## config.mk

```make
export PLATFORM = sky130hd
export DESIGN_NAME = clkctl_relock_top
export DESIGN_NICKNAME = d
export VERILOG_FILES = /design/src/rtl/clkctl_pkg.sv /design/src/rtl/clkctl_regs.sv /design/src/rtl/clkctl_relock_timer.sv /design/src/rtl/clkctl_xlate.sv /design/src/rtl/clkctl_relock_top.sv
export SDC_FILE = /design/constraint.sdc
export NUM_CORES = 1
export LEC_CHECK = 0
export BUFFER_PORTS_ARGS = -buffer_cell sky130_fd_sc_hd__buf_2
export CORE_UTILIZATION = 40
export DETAILED_ROUTE_END_ITERATION = 8
export PLACE_DENSITY = 0.65
export SYNTH_ARGS = -nofsm -noshare
export SYNTH_HDL_FRONTEND = slang
export SYNTH_HIERARCHICAL = 1
export SYNTH_SLANG_ARGS = --single-unit
```

## constraint.sdc

```tcl
create_clock -name clk -period 2 [get_ports clk]
set_input_delay 0.2 -clock clk [delete_from_list [all_inputs] [get_ports clk]]
set_output_delay 0.2 -clock clk [all_outputs]
set_load 0.05 [all_outputs]
```

## src/rtl/clkctl_pkg.sv

```systemverilog
// Package: shared widths and the crystal-to-PLL translation table.
// Assumes a 4-bit crystal code and a 12-bit configuration word.
package clkctl_pkg;

    localparam int XTAL_W = 4;
    localparam int CFG_W  = 12;

    // Map a crystal code to its PLL configuration word; unsupported codes give 0.
    function automatic logic [CFG_W-1:0] xlate_cfg(input logic [XTAL_W-1:0] code);
        logic [CFG_W-1:0] val;
        case (code)
            4'd0:    val = 12'h0A3;
            4'd1:    val = 12'h112;
            4'd2:    val = 12'h1C4;
            4'd3:    val = 12'h245;
            4'd4:    val = 12'h2D6;
            4'd5:    val = 12'h367;
            4'd6:    val = 12'h3F8;
            4'd7:    val = 12'h489;
            default: val = 12'h000;
        endcase
        return val;
    endfunction

endpackage

```

## src/rtl/clkctl_regs.sv

```systemverilog
// Module: base and extension settings registers with field priority.
// It also detects relock triggers, from the values about to be written.
// Assumes both write layouts fit in WR_W and EXT_DIV_W >= DIV_W.
module clkctl_regs
    import clkctl_pkg::*;
#(
    parameter int              DIV_W     = 4,
    parameter int              EXT_DIV_W = 7,
    parameter int              WR_W      = 10,
    parameter logic [XTAL_W-1:0] XTAL_RST = 4'd2
) (
    input  logic                 clk,
    input  logic                 rst_n,
    input  logic                 wr_en,
    input  logic                 wr_ext,
    input  logic [WR_W-1:0]      wr_data,
    output logic [XTAL_W-1:0]    xtal_cur,
    output logic [XTAL_W-1:0]    xtal_nxt,
    output logic                 pd_eff,
    output logic                 byp_eff,
    output logic [EXT_DIV_W-1:0] div_eff,
    output logic                 xtal_chg,
    output logic                 pd_exit
);

    localparam int B_PD  = XTAL_W;
    localparam int B_BYP = XTAL_W + 1;
    localparam int B_DIV = XTAL_W + 2;
    localparam int E_PD  = 0;
    localparam int E_BYP = 1;
    localparam int E_DIV = 2;
    localparam int E_EN  = WR_W - 1;

    logic                 b_pd, b_byp, b_pd_n, b_byp_n;
    logic [DIV_W-1:0]     b_div, b_div_n;
    logic                 e_en, e_pd, e_byp, e_en_n, e_pd_n, e_byp_n;
    logic [EXT_DIV_W-1:0] e_div, e_div_n;
    logic                 pd_eff_n;
    logic                 base_wr, ext_wr;

    assign base_wr = wr_en && !wr_ext;
    assign ext_wr  = wr_en &&  wr_ext;

    // Next-state values of both registers for this cycle's write.
    always_comb begin
        xtal_nxt = base_wr ? wr_data[XTAL_W-1:0]      : xtal_cur;
        b_pd_n   = base_wr ? wr_data[B_PD]            : b_pd;
        b_byp_n  = base_wr ? wr_data[B_BYP]           : b_byp;
        b_div_n  = base_wr ? wr_data[B_DIV +: DIV_W]  : b_div;
        e_en_n   = ext_wr  ? wr_data[E_EN]            : e_en;
        e_pd_n   = ext_wr  ? wr_data[E_PD]            : e_pd;
        e_byp_n  = ext_wr  ? wr_data[E_BYP]           : e_byp;
        e_div_n  = ext_wr  ? wr_data[E_DIV +: EXT_DIV_W] : e_div;
    end

    // Settings register state; the PLL powers up off and bypassed.
    always_ff @(posedge clk) begin
        if (!rst_n) begin
            xtal_cur <= XTAL_RST;
            b_pd     <= 1'b1;
            b_byp    <= 1'b1;
            b_div    <= '0;
            e_en     <= 1'b0;
            e_pd     <= 1'b0;
            e_byp    <= 1'b0;
            e_div    <= '0;
        end else begin
            xtal_cur <= xtal_nxt;
            b_pd     <= b_pd_n;
            b_byp    <= b_byp_n;
            b_div    <= b_div_n;
            e_en     <= e_en_n;
            e_pd     <= e_pd_n;
            e_byp    <= e_byp_n;
            e_div    <= e_div_n;
        end
    end

    // Effective fields: extension wins while its enable bit is set.
    always_comb begin
        pd_eff   = e_en   ? e_pd   : b_pd;
        byp_eff  = e_en   ? e_byp  : b_byp;
        div_eff  = e_en   ? e_div  : EXT_DIV_W'(b_div);
        pd_eff_n = e_en_n ? e_pd_n : b_pd_n;
    end

    // Relock triggers: a real crystal change, or power-down going 1 to 0.
    assign xtal_chg = (xtal_nxt != xtal_cur);
    assign pd_exit  = pd_eff && !pd_eff_n;

endmodule

```

## src/rtl/clkctl_relock_timer.sv

```systemverilog
// Module: relock down counter on the main-oscillator clock.
// A load reloads the full count even in the middle of a wait.
// Assumes RELOCK_CNT >= 1.
module clkctl_relock_timer #(
    parameter int RELOCK_CNT = 64,
    localparam int CNT_W     = $clog2(RELOCK_CNT + 1)
) (
    input  logic clk,
    input  logic rst_n,
    input  logic load,
    output logic cnt_zero
);

    logic [CNT_W-1:0] cnt;

    // Reload on a trigger, otherwise count down and hold at zero.
    always_ff @(posedge clk) begin
        if (!rst_n)
            cnt <= '0;
        else if (load)
            cnt <= CNT_W'(RELOCK_CNT);
        else if (cnt != '0)
            cnt <= cnt - 1'b1;
    end

    assign cnt_zero = (cnt == '0);

endmodule

```

## src/rtl/clkctl_xlate.sv

```systemverilog
// Module: read-only translated PLL configuration register.
// It is reloaded only when the crystal code really changes.
module clkctl_xlate
    import clkctl_pkg::*;
#(
    parameter logic [XTAL_W-1:0] XTAL_RST = 4'd2
) (
    input  logic              clk,
    input  logic              rst_n,
    input  logic              upd,
    input  logic [XTAL_W-1:0] xtal_nxt,
    output logic [CFG_W-1:0]  cfg
);

    // Hold the table entry for the current crystal code.
    always_ff @(posedge clk) begin
        if (!rst_n)
            cfg <= xlate_cfg(XTAL_RST);
        else if (upd)
            cfg <= xlate_cfg(xtal_nxt);
    end

endmodule

```

## src/rtl/clkctl_relock_top.sv

```systemverilog
// Module: run-mode clock control with PLL relock gating.
// Assumes that clk is the main oscillator and that writes arrive on it.
module clkctl_relock_top
    import clkctl_pkg::*;
#(
    parameter int                DIV_W      = 4,
    parameter int                EXT_DIV_W  = 7,
    parameter int                RELOCK_CNT = 64,
    parameter logic [XTAL_W-1:0] XTAL_RST   = 4'd2,
    localparam int BASE_W = XTAL_W + 2 + DIV_W,
    localparam int EXT_W  = EXT_DIV_W + 3,
    localparam int WR_W   = (BASE_W > EXT_W) ? BASE_W : EXT_W
) (
    input  logic                 clk,
    input  logic                 rst_n,
    input  logic                 wr_en,
    input  logic                 wr_ext,
    input  logic [WR_W-1:0]      wr_data,
    output logic                 pll_pd,
    output logic                 pll_bypass,
    output logic [EXT_DIV_W-1:0] sys_div,
    output logic [CFG_W-1:0]     pll_cfg,
    output logic                 lock_ready,
    output logic                 use_pll
);

    logic [XTAL_W-1:0] xtal_cur, xtal_nxt;
    logic              xtal_chg, pd_exit, cnt_zero;

    clkctl_regs #(
        .DIV_W(DIV_W), .EXT_DIV_W(EXT_DIV_W), .WR_W(WR_W), .XTAL_RST(XTAL_RST)
    ) u_regs (
        .clk(clk), .rst_n(rst_n), .wr_en(wr_en), .wr_ext(wr_ext), .wr_data(wr_data),
        .xtal_cur(xtal_cur), .xtal_nxt(xtal_nxt), .pd_eff(pll_pd),
        .byp_eff(pll_bypass), .div_eff(sys_div), .xtal_chg(xtal_chg), .pd_exit(pd_exit)
    );

    clkctl_relock_timer #(.RELOCK_CNT(RELOCK_CNT)) u_timer (
        .clk(clk), .rst_n(rst_n), .load(xtal_chg || pd_exit), .cnt_zero(cnt_zero)
    );

    clkctl_xlate #(.XTAL_RST(XTAL_RST)) u_xlate (
        .clk(clk), .rst_n(rst_n), .upd(xtal_chg), .xtal_nxt(xtal_nxt), .cfg(pll_cfg)
    );

    // Ready only in normal mode with the wait finished; select follows ready.
    assign lock_ready = !pll_pd && cnt_zero;
    assign use_pll    = lock_ready && !pll_bypass;

endmodule

```

# ---- After elaboration in Yosys (flattened, before gate mapping)
# Memory sizes are Yosys's and may differ from the RTL's.
# Index checks and enable logic that the tools add are counted.
dict set report word_totals {
  ff_bits 39
  rom_bits 88
  output_inout_bits 23
  wordCells 40
  memories 1
}
dict set report op_classes {
  add_sub_neg 1
  eq_ne 1
  n_mux 11
  bitwise 1
  n_reduce_logical 14
}
# memory depth width rd rd_ports_with_merged_regs write_ports line_no
set memory_table {}
lappend memory_table {{(no name shown)} 8 11 1 0 0 clkctl_pkg.sv:11} ;# case (code)
# operator n
set ops {}
lappend ops {{$mux 7} 3}
lappend ops {{$mux 12} 1}
lappend ops {{$logic_not 7->1} 1}
lappend ops {{$reduce_bool 7->1} 1}
lappend ops {{$sub 7x1->7 const B} 1}
lappend ops {{$mux 1} 6}
lappend ops {{$logic_and 1x1->1} 5}
lappend ops {{$logic_not 1->1} 4}
lappend ops {{$mux 4} 1}
lappend ops {{$ne 4x4->1} 1}
lappend ops {{$reduce_bool 2->1} 1}
lappend ops {{$reduce_or 2->1} 1}
lappend ops {{$logic_or 1x1->1} 1}
lappend ops {{$not 1->1} 1}

# ---- Longest topological paths before layout
# Gate-level depths: netlist of the first run.
dict set report logic_depth {
  depth_word 8
  ltp_mapped 8
  depth_no_buf 7
}

# ---- Modules after synthesis
# The synthesis of the first run kept the hierarchy.
# mod n_inst cells_per_inst area_each_um2 seq_area_each_um2
set modules_own_cells {}
lappend modules_own_cells {clkctl_regs 1 106 902.1 400.4}
lappend modules_own_cells {clkctl_xlate 1 60 576.8 220.2}
lappend modules_own_cells {clkctl_relock_timer 1 37 340.3 140.1}
lappend modules_own_cells {clkctl_relock_top 1 3 25.0 0.0}

# ---- Worst setup path before layout of the first run
# No wires, ideal clock.
dict set report synth_timing {
  path_kind {reg2out}
  from {register u_regs.e_en}
  to {output port lock_ready}
  t_arrival_ns 2.367
  path_slack_ns -0.567
  path_stages_with_launch 4
  path_cell_list {dfxtp_1 clkbuf_1 o21ai_0 nor2b_1}
}
dict set report synth_between {
  elab_chain_len 3
}
# element line_no
set synth_rtl {}
lappend synth_rtl {{start, declared} clkctl_regs.sv:36} ;# logic e_en, e_pd, e_byp, e_en_n, e_pd_n, e_byp_n;
lappend synth_rtl {{start signal, assigned} clkctl_regs.sv:72} ;# e_en <= e_en_n;
lappend synth_rtl {{$mux 1} clkctl_regs.sv:81} ;# pd_eff = e_en ? e_pd : b_pd;
lappend synth_rtl {{named net pll_pd} clkctl_relock_top.sv:19} ;# output logic pll_pd,
lappend synth_rtl {{$logic_not 1->1} clkctl_relock_top.sv:47} ;# assign lock_ready = !pll_pd && cnt_zero;
lappend synth_rtl {{$logic_and 1x1->1} clkctl_relock_top.sv:47}
lappend synth_rtl {{end, declared} clkctl_relock_top.sv:23} ;# output logic lock_ready,
# The timed path passes the listed nets, and every way through them passes these cells.

# ---- Worst setup path after layout of the first run
dict set report layout_timing {
  from {register u_timer.cnt[2]}
  to {output port use_pll}
}
dict set report layout_between {
  elab_chain_len 3
}
# element line_no
set layout_rtl {}
lappend layout_rtl {{start, declared} clkctl_relock_timer.sv:14} ;# logic [CNT_W-1:0] cnt;
lappend layout_rtl {{start signal, assigned} clkctl_relock_timer.sv:21} ;# cnt <= CNT_W'(RELOCK_CNT);
lappend layout_rtl {{start signal, assigned} clkctl_relock_timer.sv:23} ;# cnt <= cnt - 1'b1;
lappend layout_rtl {{$logic_not 7->1} clkctl_relock_timer.sv:26} ;# assign cnt_zero = (cnt == '0);
lappend layout_rtl {{named net cnt_zero} clkctl_relock_top.sv:28} ;# logic xtal_chg, pd_exit, cnt_zero;
lappend layout_rtl {{$logic_and 1x1->1} clkctl_relock_top.sv:47}
lappend layout_rtl {{$logic_and 1x1->1} clkctl_relock_top.sv:48} ;# assign use_pll = lock_ready && !pll_bypass;
lappend layout_rtl {{end, declared} clkctl_relock_top.sv:24} ;# output logic use_pll
# The timed path passes the listed nets, and every way through them passes these cells.

==> results of run 1 <==
==> cells in the mapped netlist, drive strengths merged, types with 2 or more instances <==
library cell / number
nor3b: 2
nor3: 3
clkbuf: 3
a32o: 3
mux2: 11
a21oi: 19
or4: 2
or2: 2
o21ai: 7
nor2: 8
buf: 5
nand2: 38
dfxtp: 38
o21a: 3
nand3: 3
ha: 11
and2: 7
a221o: 2
inv: 12
xnor2: 6
nor2b: 3
nand2b: 3
==> metrics by stage <==
stage / total power [W] / hold WS [ns]
floorplan: 0.00157 / 0.272
global placement: 0.00173 / 0.440
detailed placement: 0.00175 / 0.440
CTS: 0.00224 / 0.135
global route: 0.00244 / 0.133
finish: 0.00229 / 0.140
==> final timing paths <==
| check | from | endpoint | slack, ns | depth (start not counted) |
|---|---|---|---|---|
| min reg2reg | u_regs/e_div[5]$_SDFFE_PN0P_ | u_regs/e_div[5]$_SDFFE_PN0P_ | 0.45 | 2 |
| max | u_timer/cnt[2]$_SDFFE_PP0N_ | use_pll | 0.09 | 4 |
| max reg2reg | u_timer/cnt[2]$_SDFFE_PP0N_ | u_timer/cnt[6]$_SDFFE_PN0P_ | 0.41 | 4 |
| min | wr_data[5] | u_regs/b_byp$_SDFFE_PN1N_ | 0.14 | 3 |
==> cell type report <==
type | count | area (um2) | area share
Multi-Input combinational cell | 148 | 1000 | 0.454
Clock buffer | 7 | 76.3 | 0.0347
Tap cell | 52 | 65.1 | 0.0296
Sequential cell | 38 | 761 | 0.346
Inverter | 12 | 47.5 | 0.0216
Timing Repair Buffer | 44 | 251 | 0.114
==> kinds of logic after synthesis <==
family | synth area share
adders and majority gates | 0.0746
buffers and inverters | 0.0536
and+or+nand+nor | 0.187
AOI/OAI and AO/OA | 0.154
DFF | 0.412
other | 0.00203
muxes | 0.0828
xor gates and xnor gates | 0.0332
==> critical path: cells and delay by family (launching register included) <==
family / cells / cell delay, ns
AND/OR/NAND/NOR: 3 / 0.90
buffers and inverters: 1 / 0.18
flip-flops: 1 / 0.34
==> registers in the layout, indices dropped and copies added (netlist names) <==
name,cells
u_xlate/cfg,11
u_regs/e_div,7
u_timer/cnt,7
u_regs/b_div,4
u_regs/xtal_cur,4
u_regs/b_byp,1
u_regs/b_pd,1
u_regs/e_byp,1
u_regs/e_en,1
u_regs/e_pd,1
==> per-layer routing <==
layer / part of all wire / up-vias / global-route usage
met2: 0.47 / 32 / 0.270
met4: 0.018 / 0 / 0.0667
met3: 0.043 / 5 / 0.0505
li1: - / 788 / -
met5: 0 / - / 0
met1: 0.47 / 678 / 0.210
==> where the power goes <==
group / switching [W] / internal [W] / total (W)
clock network: 0.000249 / 0.000240 / 0.000489
registers: 0.0000747 / 0.000854 / 0.000929
logic: 0.000465 / 0.000406 / 0.000871
total: 0.000788 / 0.00150 / 0.00229
==> what timing repair did <==
| item | in CTS | in global routing |
|---|---|---|
| resized for setup | 1 | 4 |
| setup endpoints to repair | 1 | 2 |
| pin swaps | 0 | 1 |
| setup buffers | 0 | 1 |
==> impl_results.md, run 1 <==
- Status: finished, final reports clean
- First-pass GRT wire length: 6520 um
- Total core area: 0.00438 mm2
- CP max FO: 4
- Asr flop ratio synth: 0
- H-tree level count: 2
- Total I/O pin count: 37
- Post-synth EDFFs: 0
- Slowest stage delay, CP: 0.55 ns
- Vias after detailed routing: 1503
- 1st-pass router iterations: 4
- Top FF cell, synth: dfxtp_1
- # nets final: 274
- Clock Tree Buf Depth: 2
- Worst Skew: 0.00564 ns
- Syn nets: 231
- RSZ-0062 raised after global routing: false
- Hpwl dp: 2820 um
- Hold crit path type: input pin to flop
- Avg Inst Size Synth: 8.95 um2
- DIE WIDTH: 69.9 um
- Finish-stage setup viols: 0
- Root Buffer: clkbuf_8
- Num CTS Buffers: 5
- Setup crit end kind: output pin
- Clk_lat worst skew: 0.29 ns
- Global route overflow: 0
- CP Launch Type: flop
- Post-synth top area cell: dfxtp_1
- Gate Count Post-Synth: 206
- DRC: 0
- Largest cells by area after synthesis: dfxtp_1, nand2_1, ha_1, a21oi_1, mux2_4
- Area Overhead vs Synth: 19.3%
- Critical path class: flop to output pin
- Final design utilization: 0.502
- Synth Cell Area: 0.00184 mm2
- GRT Overall Usage: 0.168
- Sequential fraction of the synthesis area: 0.412
- Initial core utilization: 0.421
- Pre-CTS WS: 0.0916 ns
- Yosys cell types: 46
- Largest net degree at the start of global routing: 16
- Die area: 0.00489 mm2
- Final estimated routing congestion in global placement: 0.790
- Worst slew pin tran: 0.512 ns
- Reg clk slew, reported paths: 0.07 ns
- Fin crit share: 0.953
- Ant diodes: 0
- Max_cap viols: 0
- FILL cells: 434
- Port-buffer cells: 35
- Drt via density: 4.99
- Avg WL per Cell: 12.8 um
- Yosys top cell area share: 0.412
- Initial antenna violation count: 0
- Die H: 69.9 um
- Clk sinks: 38
- Layout cells sized above 1: 0.257
- Vias in the first global route: 1494
- Critical Path AT: 1.71 ns
- Final antenna-violating net count: 0
- Count of standard-cell rows: 24
- Final count of hold timing violations: 0
- Slowest cell on crit path: or4_4
- Setup TNS: 0 ns
- Leak: 0.998 nW
- CTS tree: built
- Fin area: 0.00220 mm2
- WL final: 3840 um
- Flops & latches, synth: 38
- Post-route non-filler standard cell count: 301
- VDD IR max: 462 uV
- DRT iter0 DRCs: 59
- Worst slew margin: 0.658
- Yosys warns: 6
- CP Data Required Time: 1.80 ns
- Most frequent cells in the layout: nand2_1, dfxtp_1, buf_2, a21oi_1
- Slew Limit Fails: 0
- Dpl cell area: 0.00210 mm2
- Post-route worst setup slack: 0.0931 ns
- CP Cell Sequence: or4_4, nor2_2, nor3b_4, buf_6
- Placed Instances: 293
- Min cycle time layout: 1.91 ns
- Max frequency: 0.524 GHz
- PwrDens: 1040 mW/mm2
- CTS Hold Buffers Added: 0
Power figures use the tool's default switching activity.
==> inputs of run 2 (changes only) <==
--- a/config.mk
+++ b/config.mk
@@ -8,7 +8,6 @@
 export BUFFER_PORTS_ARGS = -buffer_cell sky130_fd_sc_hd__buf_2
 export CORE_UTILIZATION = 40
 export DETAILED_ROUTE_END_ITERATION = 8
-export PLACE_DENSITY = 0.65
 export SYNTH_ARGS = -nofsm -noshare
 export SYNTH_HDL_FRONTEND = slang
 export SYNTH_HIERARCHICAL = 1
==> run 2 against run 1 <==
Maximum frequency is 0.32% higher. First-iteration DRC count increased by 14%. Highest routed layer unchanged. Worst setup slack better by 0.0062 ns. Core utilization is 0.54 points higher. Critical path type unchanged. Count of clock-buffer cells in the layout is 1 higher.
==> impl_results.md, run 2 (same netlist as run 1, synthesis figures left out) <==
- DRT iter0 DRCs: 67 (+14%)
- Global route overflow: 0 (unchanged)
- Drt via density: 4.99 (-0.13%)
- Root Buffer: clkbuf_8
- Total core area: 0.00438 mm2 (unchanged)
- RSZ-0062 raised after global routing: false
- WL final: 3810 um (-0.94%)
- Hpwl dp: 2680 um (-5.0%)
- VDD IR max: 421 uV (-8.9%)
- GR met1 Demand/Resource: 0.220 (+0.00956)
- Clock Tree Buf Depth: 2 (unchanged)
- Initial antenna violation count: 0 (unchanged)
- FILL cells: 443 (+2.1%)
- Worst Reg-to-Reg Cells: 4 (unchanged)
- CP max FO: 4 (unchanged)
- Pre-CTS WS: 0.134 ns (+0.0423 ns)
- Leak: 1.01 nW (+1.1%)
- Ant diodes: 0 (unchanged)
- Slew Limit Fails: 0 (unchanged)
- Final estimated routing congestion in global placement: 0.792 (+0.35%)
- Levels on crit path: 4 (unchanged)
- Finish-stage setup viols: 0 (unchanged)
- Slowest cell on crit path: or4_4
- Biggest regs: u_xlate/cfg x11, u_regs/e_div x7, u_timer/cnt x7
- Setup TNS: 0 ns (unchanged)
- Min cycle time layout: 1.90 ns (-0.00616 ns)
- Area Overhead vs Synth: 20.6%
- Worst slew margin: 0.668 (+0.00940)
- Crit-path leading delay family: simple AND/OR/NAND/NOR gates
- Final antenna-violating net count: 0 (unchanged)
- R2r setup slk: 0.39 ns (-0.02 ns)
- Met2 Usage GRT: 0.248 (-0.0224)
- Largest net degree at the start of global routing: 16 (unchanged)
- Critical Path AT: 1.70 ns (about the same)
- Largest register by flop count: u_xlate/cfg
- Max_cap viols: 0 (unchanged)
- Clk_lat worst skew: 0.30 ns (about the same)
- PwrDens: 1080 mW/mm2 (+3.6%)
- # nets final: 272 (-0.73%)
- Fin crit share: 0.950 (-0.00308)
- Layout cells sized above 1: 0.262 (+0.00507)
- Final count of hold timing violations: 0 (unchanged)
- Global route hottest layer: met2
- Total I/O pin count: 37 (unchanged)
- Post-route worst setup slack: 0.0992 ns (+0.00616 ns)
- Most frequent cells in the layout: nand2_1, dfxtp_1, buf_2, a21oi_1
- Avg WL per Cell: 12.7 um (-0.61%)
- Critical path class: flop to output pin
- First-pass GRT wire length: 6440 um (-1.3%)
- Register area: 761 um2 (unchanged)
- 1st-pass router iterations: 4 (unchanged)
- Initial core utilization: 0.421 (unchanged)
- Worst Skew: 0.00783 ns (+0.00219 ns)
- Die H: 69.9 um (unchanged)
- CTS Hold Buffers Added: 0 (unchanged)
- Worst slew pin tran: 0.498 ns (-0.0141 ns)
- M3 GR Usage: 0.0548 (+0.00433)
- CP Data Required Time: 1.80 ns (about the same)
- H-tree level count: 2 (unchanged)
- Vias in the first global route: 1431 (-4.2%)
- DRC: 0 (unchanged)
- Largest register FFs: 11 (unchanged)
- Num CTS Buffers: 5 (unchanged)
- GRT Overall Usage: 0.169 (+0.00128)
- Setup crit end kind: output pin
- Hold WS: 0.129 ns (-0.0107 ns)
- Slowest stage delay, CP: 0.57 ns (+0.02 ns)
- WP buf/inv: 1 (unchanged)
- Count of standard-cell rows: 24 (unchanged)
- Hold crit path type: input pin to flop
- CP Launch Type: flop
- CTS tree: built
- Clk sinks: 38 (unchanged)
- Die area: 0.00489 mm2 (unchanged)
- Reg clk slew, reported paths: 0.08 ns (about the same)
- Port-buffer cells: 35 (unchanged)
- Multi-input logic area: 0.00100 mm2 (+0.50%)
- Status: finished, final reports clean
- Vias after detailed routing: 1496 (-0.47%)
- CP Cell Sequence: or4_4, nor2_4, nor3b_4, buf_6
- DIE WIDTH: 69.9 um (unchanged)
- Max frequency: 0.526 GHz (+0.32%)
- Cells on Worst Hold Path: 3 (unchanged)
[run 2: changes by cell type in the layout (fill, tap and decap cells not counted)]
| cell | change |
|---|---|
| clkbuf_1 | -2 |
| nor2_4 | +1 |
| nor2_2 | -1 |
| clkbuf_4 | -1 |
| clkbuf_8 | +3 |
| buf_4 | -1 |
[run 2: power breakdown]
group	internal (W)	total, W	switching [W]
combinational	0.000386	0.000848	0.000463
sequential	0.000854	0.000928	0.0000737
clock	0.000348	0.000619	0.000271
[run 2: final timing paths]
kind / from / endpoint
setup / recovery: u_timer/cnt[2]$_SDFFE_PP0N_ / use_pll
hold / removal: wr_data[5] / u_regs/b_byp$_SDFFE_PN1N_
setup reg to reg: u_timer/cnt[2]$_SDFFE_PP0N_ / u_timer/cnt[6]$_SDFFE_PN0P_
hold reg to reg: u_regs/e_div[5]$_SDFFE_PN0P_ / u_regs/e_div[5]$_SDFFE_PN0P_
[run 2: repair_timing]
| action | CTS | global route |
|---|---|---|
| buffers inserted | 0 | 0 |
| endpoints found under the hold margin | 0 | 0 |
| setup endpoints to repair | 2 | 2 |
| resized for setup | 3 | 3 |
[run 2: per-layer routing]
metal | up-vias | part of all wire
met4 | 0 | 0.020
met2 | 29 | 0.44
met1 | 682 | 0.50
met5 | - | 0
li1 | 778 | -
met3 | 7 | 0.044
[run 2: worst reg2reg max path, cell delays in order (launching register included)]
cell and delay [ns]:
dfxtp_1 0.35, or4_4 0.57, buf_4 0.17, o21a_1 0.16, o31a_1 0.26
[run 2: area by class of cell]
class,instances,share of cell area
Clock buffer,8,0.0495
Timing Repair Buffer,42,0.106
Inverter,12,0.0214
Multi-Input combinational cell,148,0.452
Tap cell,52,0.0292
Sequential cell,38,0.342
[run 2: metrics by stage]
step	cells	util	total power (W)	cell area (um2)
3_3_place_gp	292	0.478	0.00173	2090
3_5_place_dp	292	0.478	0.00173	2090
2_1_floorplan	206	-	0.00157	1850
4_1_cts	300	0.505	0.00238	2210
6_report	300	0.507	0.00240	2220
5_1_grt	300	0.507	0.00256	2220
